**config.mk**
```make
export PLATFORM = sky130hd
export DESIGN_NAME = gpic_top
export DESIGN_NICKNAME = d
export VERILOG_FILES = /design/src/rtl/gpic_pkg.sv /design/src/rtl/gpic_sync.sv /design/src/rtl/gpic_route.sv /design/src/rtl/gpic_flags.sv /design/src/rtl/gpic_top.sv
export SDC_FILE = /design/constraint.sdc
export NUM_CORES = 1
export LEC_CHECK = 0
export BUFFER_PORTS_ARGS = -buffer_cell sky130_fd_sc_hd__buf_2
export CAP_MARGIN = 5
export CORE_MARGIN = 1
export CORE_UTILIZATION = 24
export CTS_CLUSTER_DIAMETER = 40
export CTS_CLUSTER_SIZE = 12
export DETAILED_ROUTE_END_ITERATION = 10
export GPL_ROUTABILITY_DRIVEN = 0
export SLEW_MARGIN = 20
export SYNTH_ARGS = -nofsm -noshare
export SYNTH_HDL_FRONTEND = slang
export SYNTH_HIERARCHICAL = 1
export SYNTH_SLANG_ARGS = --single-unit
```
**constraint.sdc**
```tcl
create_clock -name clk -period 2.02 [get_ports clk]
set_clock_uncertainty 0.05 [all_clocks]
set_input_delay 0.606 -clock clk [delete_from_list [all_inputs] [get_ports clk]]
set_output_delay 0.606 -clock clk [all_outputs]
set_load 0.03 [all_outputs]
```
**src/rtl/gpic_pkg.sv**
```systemverilog
package gpic_pkg;

    localparam int ADDR_W   = 3;
    localparam int KEY_W    = 16;
    localparam int WAKE_W   = 16;
    localparam int WAKE_GRP = 8;   // wake pins that join a shared channel
    localparam int GRP_SPLIT = 8;  // key pins below this feed the low channel
    localparam int CH_LO    = 6;
    localparam int CH_HI    = 7;

    localparam logic [ADDR_W-1:0] A_SENSE = 3'd0;
    localparam logic [ADDR_W-1:0] A_EN    = 3'd1;
    localparam logic [ADDR_W-1:0] A_KMASK = 3'd2;
    localparam logic [ADDR_W-1:0] A_WMASK = 3'd3;
    localparam logic [ADDR_W-1:0] A_MODE  = 3'd4;

    typedef enum logic [1:0] {
        SNS_LOW  = 2'b00,
        SNS_FALL = 2'b01,
        SNS_RISE = 2'b10,
        SNS_BOTH = 2'b11
    } sense_e;

    typedef struct packed {
        logic [KEY_W-1:0]    kmask;
        logic [WAKE_GRP-1:0] wmask;
        logic                grp;
    } grp_cfg_t;

    function automatic logic sense_hit(input sense_e mode, input logic prev, input logic cur);
        logic hit;
        case (mode)
            SNS_LOW:  hit = ~cur;
            SNS_FALL: hit = prev & ~cur;
            SNS_RISE: hit = ~prev & cur;
            default:  hit = prev ^ cur;
        endcase
        return hit;
    endfunction

endpackage

```
**src/rtl/gpic_sync.sv**
```systemverilog
module gpic_sync #(
    parameter int W      = 8,
    parameter int STAGES = 2
) (
    input  logic         clk,
    input  logic         rst,
    input  logic [W-1:0] din,
    output logic [W-1:0] dout
);
    generate
        if (STAGES <= 1) begin : g_one
            logic [W-1:0] q;
            always_ff @(posedge clk) begin
                if (rst) q <= '1;
                else     q <= din;
            end
            assign dout = q;
        end else begin : g_chain
            logic [STAGES*W-1:0] sh;
            always_ff @(posedge clk) begin
                if (rst) sh <= '1;
                else     sh <= {sh[(STAGES-1)*W-1:0], din};
            end
            assign dout = sh[STAGES*W-1 -: W];
        end
    endgenerate
endmodule

```
**src/rtl/gpic_route.sv**
```systemverilog
module gpic_route
    import gpic_pkg::*;
#(
    parameter int NUM_CH = 16
) (
    input  grp_cfg_t              cfg,
    input  logic [NUM_CH-1:0]     irq_s,
    input  logic [KEY_W-1:0]      key_s,
    input  logic [WAKE_GRP-1:0]   wake_s,
    output logic [NUM_CH-1:0]     src
);
    logic lo_bank, hi_bank, ded_hi_ok;

    always_comb begin
        // masked pins read as idle high; the bank is low if any live pin is low
        lo_bank   = &(key_s[GRP_SPLIT-1:0] | cfg.kmask[GRP_SPLIT-1:0]);
        hi_bank   = &({key_s[KEY_W-1:GRP_SPLIT], wake_s} |
                      {cfg.kmask[KEY_W-1:GRP_SPLIT], cfg.wmask});
        ded_hi_ok = &{cfg.kmask[KEY_W-1:GRP_SPLIT], cfg.wmask};
        src = irq_s;
        if (cfg.grp) begin
            src[CH_LO] = lo_bank & (irq_s[CH_LO] | cfg.kmask[CH_LO]);
            src[CH_HI] = hi_bank & (irq_s[CH_HI] | ~ded_hi_ok);
        end
    end
endmodule

```
**src/rtl/gpic_flags.sv**
```systemverilog
module gpic_flags
    import gpic_pkg::*;
#(
    parameter int NUM_CH = 16
) (
    input  logic                  clk,
    input  logic                  rst,
    input  logic [NUM_CH-1:0]     src,
    input  logic [2*NUM_CH-1:0]   sense,
    input  logic [NUM_CH-1:0]     clr,
    output logic [NUM_CH-1:0]     set_vec,
    output logic [NUM_CH-1:0]     flag
);
    logic [NUM_CH-1:0] prev_q, flag_q;

    generate
        for (genvar i = 0; i < NUM_CH; i++) begin : g_ch
            assign set_vec[i] = sense_hit(sense_e'(sense[2*i +: 2]), prev_q[i], src[i]);
        end
    endgenerate

    always_ff @(posedge clk) begin
        if (rst) begin
            prev_q <= '1;
            flag_q <= '0;
        end else begin
            prev_q <= src;
            flag_q <= set_vec | (flag_q & ~clr);
        end
    end

    assign flag = flag_q;
endmodule

```
**src/rtl/gpic_top.sv**
```systemverilog
module gpic_top
    import gpic_pkg::*;
#(
    parameter int NUM_CH      = 16,
    parameter int SYNC_STAGES = 2,
    parameter int DATA_W      = 32
) (
    input  logic                 clk,
    input  logic                 rst,
    input  logic [NUM_CH-1:0]    irq_pin,
    input  logic [KEY_W-1:0]     key_pin,
    input  logic [WAKE_W-1:0]    wake_pin,
    input  logic                 cfg_we,
    input  logic [ADDR_W-1:0]    cfg_addr,
    input  logic [DATA_W-1:0]    cfg_wdata,
    input  logic [NUM_CH-1:0]    flag_clr,
    output logic [NUM_CH-1:0]    irq_req,
    output logic [NUM_CH-1:0]    irq_flag
);
    localparam int SYN_W = NUM_CH + KEY_W + WAKE_GRP;

    logic [2*NUM_CH-1:0] sense_q;
    logic [NUM_CH-1:0]   en_q;
    grp_cfg_t            gcfg_q;

    logic [SYN_W-1:0]    syn_out;
    logic [NUM_CH-1:0]   irq_s, src, set_vec;
    logic [KEY_W-1:0]    key_s;
    logic [WAKE_GRP-1:0] wake_s;

    // upper wake-up pins are configured and consumed outside this block
    logic unused_wake_hi;
    assign unused_wake_hi = ^wake_pin[WAKE_W-1:WAKE_GRP];

    always_ff @(posedge clk) begin
        if (rst) begin
            sense_q      <= '0;
            en_q         <= '0;
            gcfg_q.kmask <= '1;
            gcfg_q.wmask <= '1;
            gcfg_q.grp   <= 1'b0;
        end else if (cfg_we) begin
            case (cfg_addr)
                A_SENSE: sense_q      <= cfg_wdata[2*NUM_CH-1:0];
                A_EN:    en_q         <= cfg_wdata[NUM_CH-1:0];
                A_KMASK: gcfg_q.kmask <= cfg_wdata[KEY_W-1:0];
                A_WMASK: gcfg_q.wmask <= cfg_wdata[WAKE_GRP-1:0];
                A_MODE:  gcfg_q.grp   <= cfg_wdata[0];
                default: ;
            endcase
        end
    end

    gpic_sync #(.W(SYN_W), .STAGES(SYNC_STAGES)) u_sync (
        .clk  (clk),
        .rst  (rst),
        .din  ({wake_pin[WAKE_GRP-1:0], key_pin, irq_pin}),
        .dout (syn_out)
    );

    assign irq_s  = syn_out[NUM_CH-1:0];
    assign key_s  = syn_out[NUM_CH +: KEY_W];
    assign wake_s = syn_out[NUM_CH+KEY_W +: WAKE_GRP];

    gpic_route #(.NUM_CH(NUM_CH)) u_route (
        .cfg    (gcfg_q),
        .irq_s  (irq_s),
        .key_s  (key_s),
        .wake_s (wake_s),
        .src    (src)
    );

    gpic_flags #(.NUM_CH(NUM_CH)) u_flags (
        .clk     (clk),
        .rst     (rst),
        .src     (src),
        .sense   (sense_q),
        .clr     (flag_clr),
        .set_vec (set_vec),
        .flag    (irq_flag)
    );

    assign irq_req = irq_flag & en_q;
endmodule

```
==> results of run 1 <==
==> worst reg2reg max path, stage by stage, from the launching register on <==
cell and delay (ns):
dfxtp_2 0.36, nand4_1 0.09, or4_1 0.53, a21oi_2 0.15
a21oi_2 0.07, inv_1 0.07, ha_1 0.23, nand2_1 0.07
o21ai_2 0.06, a211oi_2 0.21
==> metrics by stage <==
| stage | power, mW | std cells |
|---|---|---|
| 2_1_floorplan | 4.30 | 782 |
| 3_3_place_gp | 4.47 | 1238 |
| 3_5_place_dp | 4.49 | 1238 |
| 4_1_cts | 7.98 | 1270 |
| 5_1_grt | 8.22 | 1273 |
| 6_report | 7.85 | 1275 |
==> registers in the layout, summed over array words and instances, names as in the netlist <==
signal,flops
u_sync/g_chain.sh,80
u_flags/prev_q,16
sense_q,32
u_flags/flag,16
gcfg_q,25
en_q,16
==> layout make-up <==
| cell class | count | area, µm² |
|---|---|---|
| antenna | 2 | 5.00 |
| clock buffer | 17 | 425 |
| inverter | 34 | 128 |
| clock inverter | 15 | 185 |
| fill | 3340 | 22500 |
| sequential | 185 | 3730 |
| multi-input combinational | 477 | 3450 |
| tap | 402 | 503 |
| timing repair buffer | 143 | 817 |
==> power by group <==
part	switching (mW)	internal (mW)	leakage, nW
logic	0.279	0.277	2.20
registers	0.0748	3.78	1.51
clock network	1.74	1.70	0.294
==> placed cells by master (no fill, tap or decap), types with 5 or more instances in the layout <==
master       n
o21ai_0      5
dfxtp_1    166
and2_1      16
nand4_1      5
buf_2      124
dfxtp_2     19
nor2b_1     29
a2111oi_0   12
inv_1       32
clkbuf_16   17
or2_1       34
nor2_1      58
nand2_1     15
mux2i_1     73
nand2b_1    83
o22ai_1     12
ha_1        31
o21ai_1      7
buf_4       14
or2_2       62
a211oi_1    12
==> repair_timing <==
| action | CTS | global route |
|---|---|---|
| pin swaps | 0 | 8 |
| gates resized for setup | 4 | 32 |
| setup endpoints to repair | 2 | 2 |
| buffers inserted | 0 | 3 |
| hold endpoints to repair | 0 | 0 |
==> layer usage <==
metal  vias to the layer above  routed length [µm]  global-route usage [%]  share of wire (%)
met2                        92                8020                    17.8                 45
met5                         -                  27                       0               0.15
met3                        21                 824                    3.33                4.7
met1                      2440                8470                    13.9                 48
met4                         4                 335                    4.47                1.9
li1                       2648                   -                       -                  -
==> worst min path at each step <==
| stage | to | slack (ns) |
|---|---|---|
| 2_1_floorplan | u_sync/g_chain.sh[43]$_SDFF_PP1_ | 0.33 |
| 3_3_place_gp | u_sync/g_chain.sh[43]$_SDFF_PP1_ | 0.34 |
| 3_5_place_dp | u_sync/g_chain.sh[77]$_SDFF_PP1_ | 0.34 |
| 4_1_cts | u_sync/g_chain.sh[25]$_SDFF_PP1_ | 0.25 |
| 5_1_grt | u_sync/g_chain.sh[25]$_SDFF_PP1_ | 0.26 |
| 6_report | u_sync/g_chain.sh[25]$_SDFF_PP1_ | 0.28 |
==> flow_metrics.py, run 1 <==
metrics = {
    "cts": {
        "clk_latency_ns": 0.44,
        "holdBufCountCts": 0,
        "cts.sinks": 185,
        "clock_path_buffers": 2,
        "numCtsBuffers": 17,
        "clockRootBuffer": "clkbuf_16",
        "cts_tree": "built",
        "cts.reportedPaths.clkPinSlew_ns": 0.08,
        "htreeDepth": 4,
    },
    "setup_path": {
        "crit_chain": "nand4_1 -> or4_1 -> a21oi_2 -> a21oi_2 -> inv_1 -> ha_1 -> nand2_1 -> o21ai_2 -> a211oi_2",
        "critPathLaunch": "gcfg_q[7]$_SDFFE_PP1P_",
        "crit_type": "reg -> reg",
        "startpoint_type": "flip-flop",
        "endpoint": "u_flags/flag[7]$_SDFF_PP0_",
        "crit_path_max_fanout": 4,
        "rrSetupSlack_ns": 0.05,
        "crit_buf_inv": 1,
        "critPathArrivalTime_ns": 2.28,
        "r2r_start": "gcfg_q[7]$_SDFFE_PP1P_",
        "cpPeakStageDelay_ns": 0.53,
        "crit_top_cell": "a21oi_2",
        "crit_cells": 9,
        "worstReg2RegEnd": "u_flags/flag[7]$_SDFF_PP0_",
        "cp.required_ns": 2.33,
        "rr_worst_depth": 9,
        "crit_family": "simple AND/OR/NAND/NOR gates",
        "critPathSlowestCell": "or4_1",
        "endpoint_kind": "flip-flop",
    },
    "sta": {
        "timing.final.ws_setup_ns": 0.0488,
        "fin_crit_sh_pct": 97.6,
        "fin_tns_setup_ns": 0,
        "fmax_mhz": 507,
        "setup_viol": 0,
        "fin_crit_ns": 1.97,
        "rsz0062_at_grt": "true",
        "drv_slew": 0,
        "hold_viol_final": 0,
        "tightest_slew_ns": 0.466,
        "holdWs_ns": 0.278,
        "relSlewSlack_pct": 68.1,
    },
    "final_layout": {
        "utilization_pct": 29.1,
        "nNetsFinal": 992,
        "finalInstanceArea_um2": 9240,
        "syn_to_final_growth_pct": 18.7,
        "drive_gt1_share_pct": 31.3,
    },
    "outcome": {
        "outcome": "completed",
    },
    "floorplan": {
        "io_pins": 134,
        "fp.dieW_um": 182,
        "core_um2": 31700,
        "dieArea_um2": 33200,
        "start_util_pct": 24.5,
        "row_count": 65,
        "fp.dieH_um": 182,
    },
    "placement": {
        "dp_hpwl_um": 13100,
        "placed_area_um2": 8500,
        "place.port_buffers": 125,
        "preCtsSetupSlack_ns": -0.0903,
    },
    "route": {
        "drt-pass1-iter-count": 4,
        "vias_per_cell": 4.08,
        "route.detailed.drc": 0,
        "drt-total-wl_um": 17700,
        "postRouteAntennaNets": 0,
        "vias": 5205,
        "drtIter0Drc": 110,
        "wl_per_cell_um": 13.9,
    },
    "synthesis": {
        "synth_area_per_cell_um2": 9.95,
        "syn_area_um2": 7780,
        "synth_cells": 782,
        "yosysWarnings": 6,
        "syn_nets": 916,
    },
    "pwr": {
        "ir_drop_v": 0.000589,
        "power_density_nw_per_um2": 850,
        "leakagePower_nw": 4.00,
    },
    "flow_run": {
        "cap_violations": 0,
    },
    "hold_path": {
        "worstHoldStart": "key_pin[9]",
        "min_path_type": "in -> reg",
        "holdPathStages": 2,
    },
    "global_route": {
        "grt_pass1_vias": 5072,
        "grt_usage_pct": 11.1,
        "globalRouteOverflowTotal": 0,
        "antenna_found_initial": 3,
        "grt_pass1_wl_um": 27600,
        "grt_start_max_net_pins": 66,
    },
}
Note: power is estimated with default switching activity, not from simulation.
==> run 2, diff against run 1 <==
--- a/config.mk
+++ b/config.mk
@@ -8,7 +8,7 @@
 export BUFFER_PORTS_ARGS = -buffer_cell sky130_fd_sc_hd__buf_2
 export CAP_MARGIN = 5
 export CORE_MARGIN = 1
-export CORE_UTILIZATION = 24
+export CORE_UTILIZATION = 40
 export CTS_CLUSTER_DIAMETER = 40
 export CTS_CLUSTER_SIZE = 12
 export DETAILED_ROUTE_END_ITERATION = 10
==> run 2 against run 1 <==
Net effect: via count shrank 2.9%; die area shrank 40%; clock-buffer cell count grew 1; cell count shrank 11%; sequential power is essentially flat; non-clock buffer count grew 3; worst hold slack gained 0.016 ns; critical path type unchanged; largest cell class unchanged.
==> flow_metrics.py, run 2 (synthesis gave the netlist of run 1 again) <==
metrics = {
    "final_layout": {
        "max_flop_register": "u_sync/g_chain.sh",
        "layout_commonest_cell": "dfxtp_1",
        "finalInstanceArea_um2": 9040,
        "layout_common_cells": "171 x dfxtp_1, 124 x buf_2, 83 x nand2b_1",
        "nNetsFinal": 995,
        "utilization_pct": 47.8,
        "drive_gt1_share_pct": 30.5,
        "largest_registers": "u_sync/g_chain.sh (80), sense_q (32), gcfg_q (25)",
        "largest_register_ffs": 80,
        "layout.cells.non_filler": 1135,
        "syn_to_final_growth_pct": 16.2,
    },
    "route": {
        "vias": 5055,
        "route.detailed.drc": 0,
        "postRouteAntennaNets": 0,
        "drtIter0Drc": 228,
        "wl_per_cell_um": 13.1,
        "drt-pass1-iter-count": 4,
        "vias_per_cell": 4.45,
        "drt-total-wl_um": 14900,
    },
    "placement": {
        "place.port_buffers": 125,
        "dp_hpwl_um": 10900,
        "dp_cells": 1101,
        "placed_area_um2": 8360,
        "preCtsSetupSlack_ns": -0.0674,
    },
    "cts": {
        "cts.reportedPaths.clkPinSlew_ns": 0.08,
        "numCtsBuffers": 17,
        "cts_tree": "built",
        "clockRootBuffer": "clkbuf_16",
        "htreeDepth": 4,
        "cts.sinks": 185,
        "clock_path_buffers": 2,
        "clk_latency_ns": 0.43,
    },
    "hold_path": {
        "min_to": "u_sync/g_chain.sh[2]$_SDFF_PP1_",
        "holdPathStages": 2,
        "min_path_type": "in -> reg",
        "worstHoldStart": "irq_pin[2]",
    },
    "sta": {
        "rsz0062_at_grt": "true",
        "holdWs_ns": 0.294,
        "hold_viol_final": 0,
        "tightest_slew_ns": 0.419,
        "fin_tns_setup_ns": 0,
        "timing.final.ws_setup_ns": 0.00133,
        "drv_slew": 0,
        "fmax_mhz": 495,
        "fin_crit_sh_pct": 99.9,
        "fin_crit_ns": 2.02,
        "relSlewSlack_pct": 71.3,
        "setup_viol": 0,
    },
    "setup_path": {
        "r2r_start": "gcfg_q[22]$_SDFFE_PP1P_",
        "cp.required_ns": 2.32,
        "crit_chain": "nand4_1 -> or4_4 -> a21oi_2 -> a21oi_2 -> inv_1 -> ha_1 -> nand2_1 -> o21ai_2 -> a211oi_2",
        "cpPeakStageDelay_ns": 0.53,
        "critPathSlowestCell": "or4_4",
        "rr_worst_depth": 9,
        "crit_top_cell": "a21oi_2",
        "rrSetupSlack_ns": 0.001,
        "worstReg2RegEnd": "u_flags/flag[7]$_SDFF_PP0_",
        "startpoint_type": "flip-flop",
        "endpoint_kind": "flip-flop",
        "critPathArrivalTime_ns": 2.32,
        "crit_path_max_fanout": 4,
        "crit_type": "reg -> reg",
    },
    "flow_run": {
        "cap_violations": 0,
    },
    "global_route": {
        "globalRouteOverflowTotal": 0,
        "antenna_found_initial": 2,
        "grt_pass1_wl_um": 23400,
        "grt_usage_pct": 15.3,
        "grt_start_max_net_pins": 74,
        "grt_pass1_vias": 4594,
    },
    "floorplan": {
        "start_util_pct": 41.2,
        "core_um2": 18900,
        "fp.dieW_um": 141,
        "dieArea_um2": 20000,
        "io_pins": 134,
        "row_count": 50,
        "fp.dieH_um": 141,
    },
    "pwr": {
        "power.total_mw": 7.76,
        "ir_drop_v": 0.000566,
        "power_density_nw_per_um2": 859,
        "leakagePower_nw": 4.02,
    },
    "outcome": {
        "outcome": "completed",
    },
}
## run 2: power by group
part           switching (mW)  internal, mW
logic                   0.268         0.283
clock network            1.58          1.78
registers              0.0683          3.78
## run 2: layout make-up
| type | instances | area, µm² |
|---|---|---|
| Fill cell | 1843 | 9850 |
| Sequential cell | 185 | 3720 |
| Multi-Input combinational cell | 477 | 3420 |
| Timing Repair Buffer | 146 | 836 |
| Clock buffer | 18 | 429 |
| Tap cell | 260 | 325 |
| Clock inverter | 14 | 178 |
| Inverter | 34 | 128 |
| Antenna cell | 1 | 2.50 |
## run 2: metal layers
layer,share of wire [%],global-route usage [%],vias to the layer above
li1,-,-,2658
met5,0.081,0,-
met3,3.7,3.61,11
met4,1.0,6.11,2
met2,46,24.4,89
met1,49,20.1,2295
## run 2: what timing repair did
item | 4_1_cts | 5_1_grt
hold buffers | 0 | 0
setup endpoints to repair | 2 | 2
resized for setup | 5 | 22
endpoints found under the hold margin | 0 | 0
pin swaps | 1 | 9
setup buffers | 0 | 1
gates cloned | 0 | 0
## run 2: worst max-delay path: cells and delay by family, from the launching register on
| family | cells | cell delay (ns) |
|---|---|---|
| adders and majority gates | 1 | 0.22 |
| and+or+nand+nor | 3 | 0.73 |
| AOI/OAI and AO/OA | 4 | 0.49 |
| DFF | 1 | 0.36 |
| buffers and inverters | 1 | 0.08 |
## run 2: how the worst max path moves through the flow
stage | to | start
global placement | u_flags/flag[6]$_SDFF_PP0_ | gcfg_q[15]$_SDFFE_PP1P_
detailed placement | u_flags/flag[6]$_SDFF_PP0_ | gcfg_q[15]$_SDFFE_PP1P_
global route | u_flags/flag[7]$_SDFF_PP0_ | gcfg_q[22]$_SDFFE_PP1P_
finish | u_flags/flag[7]$_SDFF_PP0_ | gcfg_q[22]$_SDFFE_PP1P_
floorplan | u_flags/flag[6]$_SDFF_PP0_ | u_sync/g_chain.sh[59]$_SDFF_PP1_
CTS | u_flags/flag[6]$_SDFF_PP0_ | gcfg_q[15]$_SDFFE_PP1P_
